$ cat src/rtl/barPkg.sv
package barPkg;
  localparam logic [1:0] SEL_BASE  = 2'd0;
  localparam logic [1:0] SEL_CTL   = 2'd1;
  localparam logic [1:0] SEL_TRANS = 2'd2;

  // Write strobes from control to datapath; index 0 is data byte 1.
  typedef struct packed {
    logic [2:0] baseByteWe;
    logic       ctlWe;
    logic [2:0] transByteWe;
  } cfgStrobes_t;
endpackage

$ cat src/rtl/barCtrl.sv
module barCtrl
  import barPkg::*;
(
  input  logic        cfgWrite,
  input  logic [1:0]  cfgSel,
  input  logic [3:0]  cfgByteEn,
  output cfgStrobes_t strb
);
  always_comb begin
    strb = '0;
    if (cfgWrite) begin
      unique case (cfgSel)
        SEL_BASE:  strb.baseByteWe  = cfgByteEn[3:1];
        SEL_CTL:   strb.ctlWe       = cfgByteEn[0];
        SEL_TRANS: strb.transByteWe = cfgByteEn[3:1];
        default:   strb = '0;
      endcase
    end
  end
endmodule

$ cat src/rtl/barDatapath.sv
module barDatapath
  import barPkg::*;
#(
  parameter logic [23:0] MASK     = 24'hFFE000,
  parameter logic        TYPE_BIT = 1'b0
)(
  input  logic        clk,
  input  logic        rstN,
  input  cfgStrobes_t strb,
  input  logic [1:0]  cfgSel,
  input  logic [31:0] cfgWdata,
  output logic [31:0] cfgRdata,
  input  logic        busValid,
  input  logic [31:0] busAddr,
  output logic        busHit,
  output logic [31:0] localAddr
);
  localparam int HI_BYTES = 3;

  logic [23:0] baseHi;
  logic [23:0] transHi;
  logic        imgEn;
  logic        transEn;
  logic        unusedLowData;

  assign unusedLowData = ^cfgWdata[7:2];

  // Per-byte storage of the masked high address bits.
  for (genvar gb = 0; gb < HI_BYTES; gb++) begin : g_byte
    always_ff @(posedge clk) begin
      if (!rstN) begin
        baseHi[gb*8 +: 8]  <= '0;
        transHi[gb*8 +: 8] <= '0;
      end else begin
        if (strb.baseByteWe[gb])
          baseHi[gb*8 +: 8] <= cfgWdata[(gb+1)*8 +: 8] & MASK[gb*8 +: 8];
        if (strb.transByteWe[gb])
          transHi[gb*8 +: 8] <= cfgWdata[(gb+1)*8 +: 8] & MASK[gb*8 +: 8];
      end
    end
  end

  always_ff @(posedge clk) begin
    if (!rstN) begin
      imgEn   <= 1'b0;
      transEn <= 1'b0;
    end else if (strb.ctlWe) begin
      imgEn   <= cfgWdata[0];
      transEn <= cfgWdata[1];
    end
  end

  always_comb begin
    unique case (cfgSel)
      SEL_BASE:  cfgRdata = {baseHi, 7'b0, TYPE_BIT};
      SEL_CTL:   cfgRdata = {30'b0, transEn, imgEn};
      SEL_TRANS: cfgRdata = {transHi, 8'b0};
      default:   cfgRdata = '0;
    endcase
  end

  logic        matchNow;
  logic [23:0] mappedHi;
  assign matchNow = (((busAddr[31:8] ^ baseHi) & MASK) == 24'b0);
  assign mappedHi = transEn ? (transHi | (busAddr[31:8] & ~MASK)) : busAddr[31:8];

  always_ff @(posedge clk) begin
    if (!rstN) begin
      busHit    <= 1'b0;
      localAddr <= '0;
    end else begin
      busHit    <= busValid & imgEn & matchNow;
      localAddr <= {mappedHi, busAddr[7:0]};
    end
  end

  // bits outside the mask never hold a one.
  p_base_in_mask_r4: assert property (@(posedge clk) disable iff (!rstN)
    ((baseHi & ~MASK) == 24'b0) && ((transHi & ~MASK) == 24'b0));

  // the base holds when no base byte was written.
  p_base_hold_r5: assert property (@(posedge clk) disable iff (!rstN)
    (strb.baseByteWe == 3'b0) |=> $stable(baseHi));

  // a hit needs a valid address and an enabled image in the prior cycle.
  p_hit_needs_en_r6: assert property (@(posedge clk) disable iff (!rstN)
    $rose(busHit) |-> $past(busValid) && $past(imgEn));

  // without translation the address passes through one cycle later.
  p_pass_through_r8: assert property (@(posedge clk) disable iff (!rstN)
    ($past(rstN) && !$past(transEn)) |-> (localAddr == $past(busAddr)));

  // the offset below bit 8 is never remapped.
  p_offset_kept_r8: assert property (@(posedge clk) disable iff (!rstN)
    $past(rstN) |-> (localAddr[7:0] == $past(busAddr[7:0])));
endmodule

$ cat src/rtl/barWindow.sv
module barWindow
  import barPkg::*;
#(
  parameter logic [23:0] MASK     = 24'hFFE000,
  parameter logic        TYPE_BIT = 1'b0
)(
  input  logic        clk,
  input  logic        rstN,
  input  logic        cfgWrite,
  input  logic [1:0]  cfgSel,
  input  logic [3:0]  cfgByteEn,
  input  logic [31:0] cfgWdata,
  output logic [31:0] cfgRdata,
  input  logic        busValid,
  input  logic [31:0] busAddr,
  output logic        busHit,
  output logic [31:0] localAddr
);
  cfgStrobes_t strb;

  barCtrl u_ctrl (
    .cfgWrite (cfgWrite),
    .cfgSel   (cfgSel),
    .cfgByteEn(cfgByteEn),
    .strb     (strb)
  );

  barDatapath #(.MASK(MASK), .TYPE_BIT(TYPE_BIT)) u_dp (
    .clk      (clk),
    .rstN     (rstN),
    .strb     (strb),
    .cfgSel   (cfgSel),
    .cfgWdata (cfgWdata),
    .cfgRdata (cfgRdata),
    .busValid (busValid),
    .busAddr  (busAddr),
    .busHit   (busHit),
    .localAddr(localAddr)
  );
endmodule

$ cat config.mk
export PLATFORM = sky130hd
export DESIGN_NAME = barWindow
export DESIGN_NICKNAME = d
export VERILOG_FILES = /design/src/rtl/barPkg.sv /design/src/rtl/barCtrl.sv /design/src/rtl/barDatapath.sv /design/src/rtl/barWindow.sv
export SDC_FILE = /design/constraint.sdc
export NUM_CORES = 1
export LEC_CHECK = 0
export BUFFER_PORTS_ARGS = -buffer_cell sky130_fd_sc_hd__buf_4
export CORE_MARGIN = 2
export CORE_UTILIZATION = 43
export CTS_CLUSTER_DIAMETER = 40
export DETAILED_ROUTE_END_ITERATION = 16
export PLACE_DENSITY = 0.79
export RECOVER_POWER = 25
export SLEW_MARGIN = 10
export SYNTH_ARGS = -nofsm -noshare
export SYNTH_HDL_FRONTEND = slang
export SYNTH_SLANG_ARGS = --single-unit
$ cat constraint.sdc
create_clock -name clk -period 1.46 [get_ports clk]
set_clock_uncertainty 0.15 [all_clocks]
set_input_delay 0.292 -clock clk [delete_from_list [all_inputs] [get_ports clk]]
set_output_delay 0.292 -clock clk [all_outputs]
set_load 0.03 [all_outputs]
Yosys cells after proc, flatten, opt, wreduce, memory -nomap -nowiden
Index checks and enable logic that the tools add are counted.
- register bits after elaboration: 57
- bits in latches: 0
- memory bits (writable): 0
- memory bits (read-only): 0
- bits of input ports: 74
- output and inout port bits: 65
- word-level logic and storage cells: 22
- memories kept: 0
- add/subtract/negate cells: 0
- multipliers: 0
- div/mod/pow operators: 0
- $lt $le $gt $ge: 0
- eq/ne operators: 2
- shift-type cells: 0
- mux-type cells: 6
- bitwise logic cells: 4
- reduce and logical (&&, ||, !) cells: 2
- operators by type and width (cell ; number):
    one-hot mux 32 bit (3 select lines) ; 1
    logical NOT 24 bit ; 1
    2-to-1 mux 24 bit ; 1
    OR 24 x 13 -> 24 bit ; 1
    XOR 24 bit ; 1
    2-to-1 mux 7 bit ; 1
    2-to-1 mux 3 bit ; 2
    AND 1 bit ; 2
    equality test 2 x 1 -> 1 bit (second input constant) ; 1
    equality test 2 bit (second input constant) ; 1
    logical NOT 2 bit ; 1
    2-to-1 mux 1 bit ; 1

Longest topological paths before layout
Gate-level depths: netlist of run 1.
- depth after elaboration: 3
- mapped depth: 5
- mapped depth without buffers: 3

Hierarchy
A second synthesis of run 1 with hierarchy kept.
- cells, all modules: 228
- area, all modules: 2447.3 sq um
- by module, submodules not included (module ; times used ; cells an instance ; area each (sq um)):
    barDatapath ; 1 ; 221 ; 2364.8
    barCtrl ; 1 ; 7 ; 82.6

Worst setup path before layout of run 1
Ideal clock, no wire load.
- path kind: input -> output
- start point: in cfgSel[1]
- end point: out cfgRdata[21]
- arrival time: 1174 ps
- required time: 1018 ps
- path slack: -156 ps
- stages: 4
- path buffers: 2
- cells stage by stage: buf_4 -> buf_2 -> mux2i_1 -> nor2_1
- cells in the longest elaborated chain, start to end: 2
- elaborated cells between the ends (all ways): 4
- ends and longest elaborated chain (item ; RTL line ; RTL):
    from (decl) ; barWindow.sv:10 ; input logic [1:0] cfgSel,
    equality test 2 bit (tied with other cells) ; barDatapath.sv:54 ; unique case (cfgSel)
    one-hot mux 32 bit (3 select lines) (*) ; barDatapath.sv:54 ;
    to (decl) ; barWindow.sv:13 ; output logic [31:0] cfgRdata,
Every way passes the cells marked *; elsewhere a longest branch is shown, timed or not.

Final worst setup path of run 1
- start point: reg u_dp.imgEn
- end point: out cfgRdata[0]
- cells in the longest elaborated chain, start to end: 1
- ends and longest elaborated chain (item ; RTL line ; RTL):
    from (decl) ; barDatapath.sv:22 ; logic imgEn;
    from (signal assigned) ; barDatapath.sv:48 ; imgEn <= cfgWdata[0];
    one-hot mux 32 bit (3 select lines) ; barDatapath.sv:54 ;
No other way between the ends.

==> reports/results.ini, run 1 <==
[cts]
cts.htree.levels=3
cts_buffer_depth=2
clk_latency_ns=0.32
cts.root.buffer_cell=clkbuf_8
cts_tree=yes
cts_made_buffers=9
cts.sinks=57
clk_transition_reported_paths_ns=0.06

[global_routing]
grt_pass1_wl_um=9120
grt-ovfl-total=0
grt_pass1_vias=2007
antenna_found_initial=0
grt_max_degree=23
grtUsageTotal_pct=19.2

[final_layout]
nNetsFinal=441
postLayoutCellArea_um2=3710
fillers=429
drive_above_1_share_pct=50.3
syn_to_final_growth_pct=54.3
regArea_um2=1170
antenna_cells=0
multiInputGateArea_um2=1150
finalNonFillerCells=444

[worst_setup_path]
crit_chain=and3b_1 -> buf_6
cp-startpoint=u_dp.imgEn
cpPeakStageDelay_ns=0.34
startpoint_type=register
crit_path_max_fanout=3
crit_type=register to primary output
rr_startpoint=u_dp.baseHi[21]
cp_slowest_cell=dfxtp_2
worstPathArrival_ns=1.01
crit_required_ns=1.02
path_delay_family=flip-flops
cp-end-kind=primary output
path_buf_inv=1

[placement]
place_ws_ns=-0.0398
io_buffers=99
place.gp.congestion=0.787
post_dp_cell_area_um2=3220
place_inst=405
hpwl_um=4100

[detailed_routing]
firstDrtPassIters=4
drc_errors=0
drt.antenna.violating_nets=0
wire_per_inst_um=12.6
vias=1990
drt_first_iter_violations=60
vias_per_cell=4.48
finalWirelength_um=5610

[logic_synthesis]
ys_seq_area_share_pct=47.5
yosysTopAreaCellShare_pct=47.5
synth-edff-count=0
synth.most_common_cell=dfxtp_1
ys_types=20
ys.flop_type=dfxtp_1
syn_area_per_cell_um2=10.2
async_reset_ff_share_pct=0
synth_top_cells_by_count=dfxtp_1 (57), mux2i_1 (38), nor2b_1 (27)
yosysWarnings=0
ys_seq_elements=57
yosysTopAreaCell=dfxtp_1
netlist_instances=236
syn_area_um2=2400
ys_top_cells_by_area=dfxtp_1 (47%), mux2i_1 (16%), nor2b_1 (7.0%)

[power]
total_power_mw=4.01
power_switching_mw=0.947
p_int_mw=3.06
combPwrFrac_pct=14.7
power_frac_seq_pct=41.0
irDropWorstVdd_mv=0.647
clockPowerShare_pct=44.3
leakagePower_nw=1.68
power.density_nw_per_um2=1080
switching_share_pct=23.6

[floorplan]
coreArea_um2=5440
rows=27
die_y_um=78.8
start_util_pct=44.2
die_w_um=78.8
io_pins=139
dieArea_um2=6200

[job]
cap_violations=0

[sta]
fmax_ghz=0.690
hold_viol=0
rsz0062_at_grt=yes
min_period_ns=1.45
slew_headroom_pct=58.7
worst_slew_pin_slew_ns=0.620
worst_slack_ns=0.0100
slew_violations=0
setup_viol=0
period_share_pct=99.3

[min_path]
hp-start=busAddr[0]
hold_class=input pin to register

[status]
status=completed

cells in the final DEF, fill, tap and decap left out, types with 7 or more instances in the layout:
master | netlist | routed
clkbuf_8 | 0 | 10
nor2_2 | 0 | 10
and2_1 | 21 | 10
dfxtp_2 | 0 | 24
conb_1 | 1 | 19
nor2b_1 | 27 | 27
a21boi_0 | 7 | 7
buf_6 | 1 | 13
and2_0 | 0 | 11
xnor2_1 | 11 | 11
mux2i_1 | 38 | 36
buf_4 | 20 | 118
nand2_1 | 17 | 17
dfxtp_1 | 57 | 33
flip-flops by register name (all words and copies together) (netlist names):
register,cells
u_dp.localAddr,32
u_dp.baseHi,11
u_dp.transHi,11
u_dp.busHit,1
u_dp.imgEn,1
u_dp.transEn,1
metal layers:
metal / GRT usage, % / vias up / wire, um
met2: 30.9 / 91 / 2680
met1: 21.1 / 904 / 2240
li1: - / 989 / -
met5: 0 / - / 0
met4: 10.5 / 0 / 73
met3: 8.64 / 6 / 617
cells by family after synthesis:
family                 after synthesis  synth area share (%)
AND/OR/NAND/NOR                     88                  21.2
flip-flops                          57                  47.5
multiplexers                        38                  15.8
buffers and inverters               33                  8.85
XOR/XNOR                            11                  4.01
AO/OA/AOI/OAI                        8                  2.50
other                                1                 0.156
through the flow:
stage	hold WS [ns]	utilization (%)	TNS, ns
floorplan	0.264	-	-0.0209
global placement	0.310	59.1	-0.141
detailed placement	0.324	59.1	-0.194
CTS	0.000776	67.5	-0.0546
global route	0.00349	68.2	-0.344
finish	0.0210	68.2	0
path summary, 6_finish.rpt:
kind	to	slack, ns	cells after the start
min	u_dp.localAddr[0]	0.02	2
max reg2reg	u_dp.busHit	0.09	5
min reg2reg	u_dp.transHi[22]	0.32	2
max	cfgRdata[0]	0.01	2
cell type report:
| type | instances | share of cell area, % |
|---|---|---|
| flip-flops and latches | 57 | 31.6 |
| multi-input cells | 164 | 31.0 |
| repair buffers | 135 | 28.4 |
| clock buffers | 10 | 3.71 |
| clock inverters | 6 | 2.83 |
| well taps | 72 | 2.43 |
power by group through the flow:
stage | Sequential, mW | Clock, mW | Combinational (mW)
after floorplan | 1.77 | 0 | 0.267
after global placement | 1.68 | 0 | 0.561
after detailed placement | 1.68 | 0 | 0.565
after CTS | 1.64 | 1.82 | 0.590
after global routing | 1.65 | 1.90 | 0.632
final | 1.64 | 1.78 | 0.589
timing repair:
action / in CTS / in global routing
pin swaps: 5 / 5
buffers inserted: 18 / 4
hold buffers: 1 / 0
endpoints found under the hold margin: 1 / 0
resized for setup: 34 / 5
setup endpoints to repair: 12 / 13
worst reg2reg max path, delay by kind of cell, from the launching register on:
kind | cells | cell delay (ns)
buffers and inverters | 2 | 0.25
xor gates and xnor gates | 1 | 0.20
DFF | 1 | 0.32
and+or+nand+nor | 2 | 0.35
No activity file was read; power rests on OpenSTA's default activity.
==> run 2, diff against run 1 <==
CORE_UTILIZATION = 45   (was 43)
CTS_BUF_LIST = sky130_fd_sc_hd__clkbuf_8   (was not set)
PLACE_DENSITY = 0.82   (was 0.79)
==> reports/results.ini, run 2 (synthesis gave the netlist of run 1 again) <==
[cts]
cts_made_buffers=9  ; unchanged
cts.root.buffer_cell=clkbuf_8
cts.htree.levels=3  ; unchanged
cts.sinks=57  ; unchanged
clk_latency_ns=0.33  ; about the same
cts_buffer_depth=2  ; unchanged
cts_tree=yes
clk_transition_reported_paths_ns=0.07  ; about the same

[detailed_routing]
firstDrtPassIters=4  ; unchanged
vias_per_cell=4.59  ; +2.4%
drt_first_iter_violations=80  ; +33%
drc_errors=0  ; unchanged
drt.antenna.violating_nets=0  ; unchanged
finalWirelength_um=5880  ; +4.8%
vias=2002  ; +0.60%
wire_per_inst_um=13.5  ; +6.8%

[worst_setup_path]
crit_path_max_fanout=2  ; -1
startpoint_type=register
rrSetupSlack_ns=0.18  ; +0.09 ns
r2r_end=u_dp.busHit
worstRegToRegCells=5  ; unchanged
cp_slowest_cell=dfxtp_2
crit_chain=mux2i_1 -> nor2_2 -> buf_6
crit_type=register to primary output
cp-end-kind=primary output
rr_startpoint=u_dp.baseHi[23]
crit_required_ns=1.02  ; about the same
worstPathArrival_ns=1.04  ; +0.03 ns
cpPeakStageDelay_ns=0.32  ; -0.02 ns

[sta]
worst_slew_pin_slew_ns=0.684  ; +0.0641 ns
rsz0062_at_grt=yes
hold_ws_ns=0.0157  ; -0.00532 ns
period_share_pct=101  ; +2.0 points
hold_viol=0  ; unchanged
worst_slack_ns=-0.0188  ; -0.0288 ns
slew_violations=0  ; unchanged
slew_headroom_pct=54.4  ; -4.3 points
setup_tns_ns=-0.0188  ; -0.0188 ns
min_period_ns=1.48  ; +0.0288 ns
fmax_ghz=0.676  ; -1.9%
setup_viol=1  ; +1

[final_layout]
final_common_cell=buf_4
final_util_pct=72.2  ; +4.0 points
top_register=u_dp.localAddr
antenna_cells=0  ; unchanged
largest_reg_flops=32  ; unchanged
postLayoutCellArea_um2=3710  ; about the same
drive_above_1_share_pct=49.2  ; -1.1 points
syn_to_final_growth_pct=54.4  ; about the same
final_cell_mix=buf_4 (110), mux2i_1 (36), dfxtp_1 (33)
reg_top3=u_dp.localAddr: 32 flops, u_dp.baseHi: 11 flops, u_dp.transHi: 11 flops
nNetsFinal=435  ; -1.4%

[global_routing]
grt_max_degree=24  ; +4.3%
antenna_found_initial=0  ; unchanged
grt_pass1_vias=2079  ; +3.6%
grtUsageTotal_pct=20.2  ; +1.0 points
grt_pass1_wl_um=9440  ; +3.5%
grt-ovfl-total=0  ; unchanged

[floorplan]
die_y_um=77.1  ; -2.1%
rows=26  ; -3.7%
coreArea_um2=5140  ; -5.5%
dieArea_um2=5940  ; -4.2%
start_util_pct=46.8  ; +2.6 points
io_pins=139  ; unchanged
die_w_um=77.1  ; -2.1%

[min_path]
hp-start=busAddr[6]
hold_class=input pin to register
hold_depth=2  ; unchanged
holdPathEnd=u_dp.localAddr[6]

[placement]
hpwl_um=3950  ; -3.7%
place.gp.congestion=0.794  ; +0.89%
io_buffers=99  ; unchanged
post_dp_cell_area_um2=3220  ; about the same
place_ws_ns=-0.0469  ; -0.00701 ns

[job]
cap_violations=0  ; unchanged

[status]
failed_checks=negative setup slack
status=complete, but fails checks

[power]
leakagePower_nw=1.67  ; -0.87%
irDropWorstVdd_mv=1.03  ; +59%
power.density_nw_per_um2=1150  ; +6.1%

-- run 2: changes by cell type in the layout (fill, tap and decap cells not counted) --
cell           delta
dlygate4sd3_1     +1
buf_4             -8
buf_12            +1
and2_1            +2
and2_0            -2
clkinv_2          -2
clkbuf_8          +1
bufinv_16         +1
-- run 2: area by class of cell --
cell class,count,area (um2)
Multi-Input combinational cell,164,1150
Timing Repair Buffer,129,1020
Fill cell,403,1430
Clock buffer,11,151
Clock inverter,5,125
Sequential cell,57,1170
Tap cell,70,87.6
-- run 2: worst max path at each step --
stage | from | to | cells after the start
after global placement | cfgSel[1] | u_dp.baseHi[21] | 5
after detailed placement | cfgSel[1] | u_dp.baseHi[16] | 5
after CTS | u_dp.transHi[19] | cfgRdata[27] | 3
after floorplan | cfgSel[1] | cfgRdata[21] | 4
final | u_dp.transHi[19] | cfgRdata[27] | 3
after global routing | u_dp.transHi[23] | cfgRdata[31] | 3
-- run 2: what timing repair did --
item / 4_1_cts / 5_1_grt
hold buffers: 0 / 2
buffers inserted: 13 / 3
endpoints found under the hold margin: 0 / 2
resized for setup: 35 / 4
setup endpoints to repair: 13 / 13
pin swaps: 3 / 2
-- run 2: report_power, final --
part	switching (mW)	internal (mW)	total, mW	leakage [nW]
combinational	0.322	0.268	0.590	1.05
clock	0.622	1.40	2.02	0.140
sequential	0.0227	1.62	1.64	0.481
total	0.967	3.29	4.25	1.67
-- run 2: layer usage --
metal | GRT usage (%) | share of wire, % | vias to the layer above | wire [um]
li1 | - | - | 981 | -
met1 | 21.2 | 41 | 930 | 2430
met2 | 34.2 | 48 | 85 | 2850
met3 | 9.76 | 9.5 | 6 | 560
met4 | 9.11 | 0.71 | 0 | 42
met5 | 0 | 0 | - | 0
-- run 2: critical path, delay by kind of cell (launching register included) --
family | cells | cell delay, ns
flip-flops | 1 | 0.32
multiplexers | 1 | 0.19
buffers and inverters | 1 | 0.14
AND/OR/NAND/NOR | 1 | 0.06
-- run 2: metrics by stage --
step / power [mW] / instances
floorplan: 2.04 / 254
global placement: 2.24 / 402
detailed placement: 2.24 / 402
CTS: 4.28 / 431
global route: 4.42 / 436
finish: 4.25 / 436
==> run 3, diff against run 2 <==
CELL_PAD_IN_SITES_DETAIL_PLACEMENT = 2   (was not set)
CELL_PAD_IN_SITES_GLOBAL_PLACEMENT = 2   (was not set)
CORE_UTILIZATION = 25   (was 45)
CTS_CLUSTER_DIAMETER = 100   (was 40)
PLACE_DENSITY = not set   (was 0.82)
PLACE_DENSITY_LB_ADDON = 0.1   (was not set)
==> reports/results.ini, run 3 (synthesis gave the netlist of run 1 again) <==
[placement]
post_dp_cell_area_um2=3300  ; +2.4%
place.gp.congestion=0.646  ; -19%
io_buffers=99  ; unchanged
place_ws_ns=-0.0976  ; -0.0508 ns
place_inst=460  ; +14%
hpwl_um=5020  ; +27%

[power]
switching_share_pct=23.6  ; +0.90 points
power_switching_mw=1.03  ; +6.4%
irDropWorstVdd_mv=0.424  ; -59%
leakagePower_nw=1.79  ; +7.7%
power_frac_seq_pct=37.7  ; -0.9 points
combPwrFrac_pct=15.0  ; +1.1 points
clockPowerShare_pct=47.3  ; -0.2 points
total_power_mw=4.35  ; +2.4%
power.density_nw_per_um2=1080  ; -6.1%
p_int_mw=3.32  ; +1.2%

[final_layout]
top_register=u_dp.localAddr
reg_top3=u_dp.localAddr: 32 flops, u_dp.baseHi: 11 flops, u_dp.transHi: 11 flops
postLayoutCellArea_um2=4050  ; +9.0%
nNetsFinal=461  ; +6.0%
largest_reg_flops=32  ; unchanged
final_common_cell=buf_4
final_cell_mix=buf_4 (119), mux2i_1 (34), dfxtp_1 (33)
syn_to_final_growth_pct=68.3
drive_above_1_share_pct=49.0  ; -0.20 points
antenna_cells=0  ; unchanged
finalNonFillerCells=521  ; +19%

[status]
failed_checks=negative setup slack
status=complete, but fails checks

[min_path]
holdPathEnd=u_dp.localAddr[3]
hp-start=busAddr[3]
hold_class=input pin to register
hold_depth=2  ; unchanged

[global_routing]
grtUsageTotal_pct=15.2  ; -5.0 points
grt_pass1_wl_um=11900  ; +26%
use_met2_pct=26.6  ; -7.6 points
grtUsageMet3_pct=5.95  ; -3.8 points
antenna_found_initial=0  ; unchanged
grt_pass1_vias=2377  ; +14%
grt-ovfl-total=0  ; unchanged
grt_max_degree=22  ; -8.3%
top_usage_layer=met2
grtUsageMet1_pct=17.0  ; -4.2 points

[detailed_routing]
drt_first_iter_violations=14  ; -83%
firstDrtPassIters=3  ; -1
wire_per_inst_um=14.6  ; +7.9%
drt.antenna.violating_nets=0  ; unchanged
vias=2106  ; +5.2%
finalWirelength_um=7590  ; +29%
vias_per_cell=4.04  ; -12%
drc_errors=0  ; unchanged

[sta]
period_share_pct=101  ; +0.14 points
worst_slew_pin_slew_ns=0.707  ; +0.0229 ns
hold_ws_ns=0.0248  ; +0.00909 ns
rsz0062_at_grt=yes
slew_violations=0  ; unchanged
hold_viol=0  ; unchanged
slew_headroom_pct=52.9  ; -1.5 points
setup_viol=5  ; +4
fmax_ghz=0.675  ; -0.14%
min_period_ns=1.48  ; +0.00204 ns
worst_slack_ns=-0.0208  ; -0.00204 ns

[floorplan]
coreArea_um2=9280  ; +81%
rows=35  ; +35%
dieArea_um2=10400  ; +75%
die_y_um=102  ; +32%
io_pins=139  ; unchanged
start_util_pct=25.9  ; -21 points
die_w_um=102  ; +32%

[cts]
cts_made_buffers=9  ; unchanged
cts_buffer_depth=2  ; unchanged
clk_transition_reported_paths_ns=0.07  ; about the same
cts_tree=yes
cts.root.buffer_cell=clkbuf_8
cts.sinks=57  ; unchanged
clk_latency_ns=0.34  ; about the same
cts.htree.levels=3  ; unchanged

[worst_setup_path]
r2r_end=u_dp.busHit
startpoint_type=register
cp-end-kind=primary output
worstRegToRegCells=4  ; -1
crit_type=register to primary output
crit_path_max_fanout=3  ; +1
rrSetupSlack_ns=0.18  ; about the same
rr_startpoint=u_dp.baseHi[21]
crit_required_ns=1.02  ; about the same
worstPathArrival_ns=1.04  ; about the same

[job]
cap_violations=0  ; unchanged

[run 3: cell count changes in the layout (fill, tap and decap cells not counted), moves of 2 or more]
| cell | delta |
|---|---|
| and2_1 | +8 |
| and2_0 | -8 |
| dlygate4sd3_1 | +17 |
| buf_4 | +9 |
| mux2i_2 | +2 |
| mux2i_1 | -2 |
[run 3: worst max path at each step]
stage               slack [ns]              from  cells after the start         endpoint
CTS                      -0.06  u_dp.transHi[23]                      3     cfgRdata[31]
finish                   -0.02  u_dp.transHi[16]                      3     cfgRdata[24]
global placement         -0.07         cfgSel[1]                      4     cfgRdata[26]
floorplan                -0.02         cfgSel[1]                      4     cfgRdata[21]
detailed placement        -0.1         cfgSel[1]                      5  u_dp.baseHi[18]
global route              -0.1  u_dp.transHi[16]                      3     cfgRdata[24]
[run 3: per-layer routing]
layer | part of all wire, % | up-vias
met4 | 0.98 | 0
li1 | - | 1031
met1 | 42 | 993
met2 | 50 | 75
met3 | 7.4 | 7
met5 | 0 | -
[run 3: critical path: stages (launching register included)]
cell	delay, ns
dfxtp_2	0.33
mux2i_2	0.18
nor2_2	0.06
buf_6	0.14
[run 3: per-stage QoR]
stage | utilization [%] | TNS (ns)
2_1_floorplan | - | -0.0209
3_3_place_gp | 35.5 | -0.749
3_5_place_dp | 35.5 | -1.12
4_1_cts | 43.3 | -0.354
5_1_grt | 43.6 | -0.770
6_report | 43.6 | -0.0299
[run 3: power groups by stage]
stage	clock (mW)	combinational [mW]	sequential (mW)
final	2.06	0.652	1.64
after detailed placement	0	0.582	1.68
after floorplan	0	0.267	1.77
after global routing	2.21	0.700	1.65
after global placement	0	0.574	1.68
after CTS	2.13	0.653	1.64
[run 3: cell type report]
class	instances	area, um2
multi-input cells	164	1160
well taps	129	161
clock inverters	5	125
clock buffers	11	151
repair buffers	155	1280
flip-flops and latches	57	1170
fillers	997	5240
[run 3: timing repair]
| action | CTS | global route |
|---|---|---|
| hold buffers | 18 | 1 |
| resized for setup | 40 | 1 |
| buffers inserted | 23 | 3 |
| endpoints found under the setup margin | 13 | 13 |
| hold endpoints to repair | 18 | 1 |
| pin swaps | 4 | 3 |
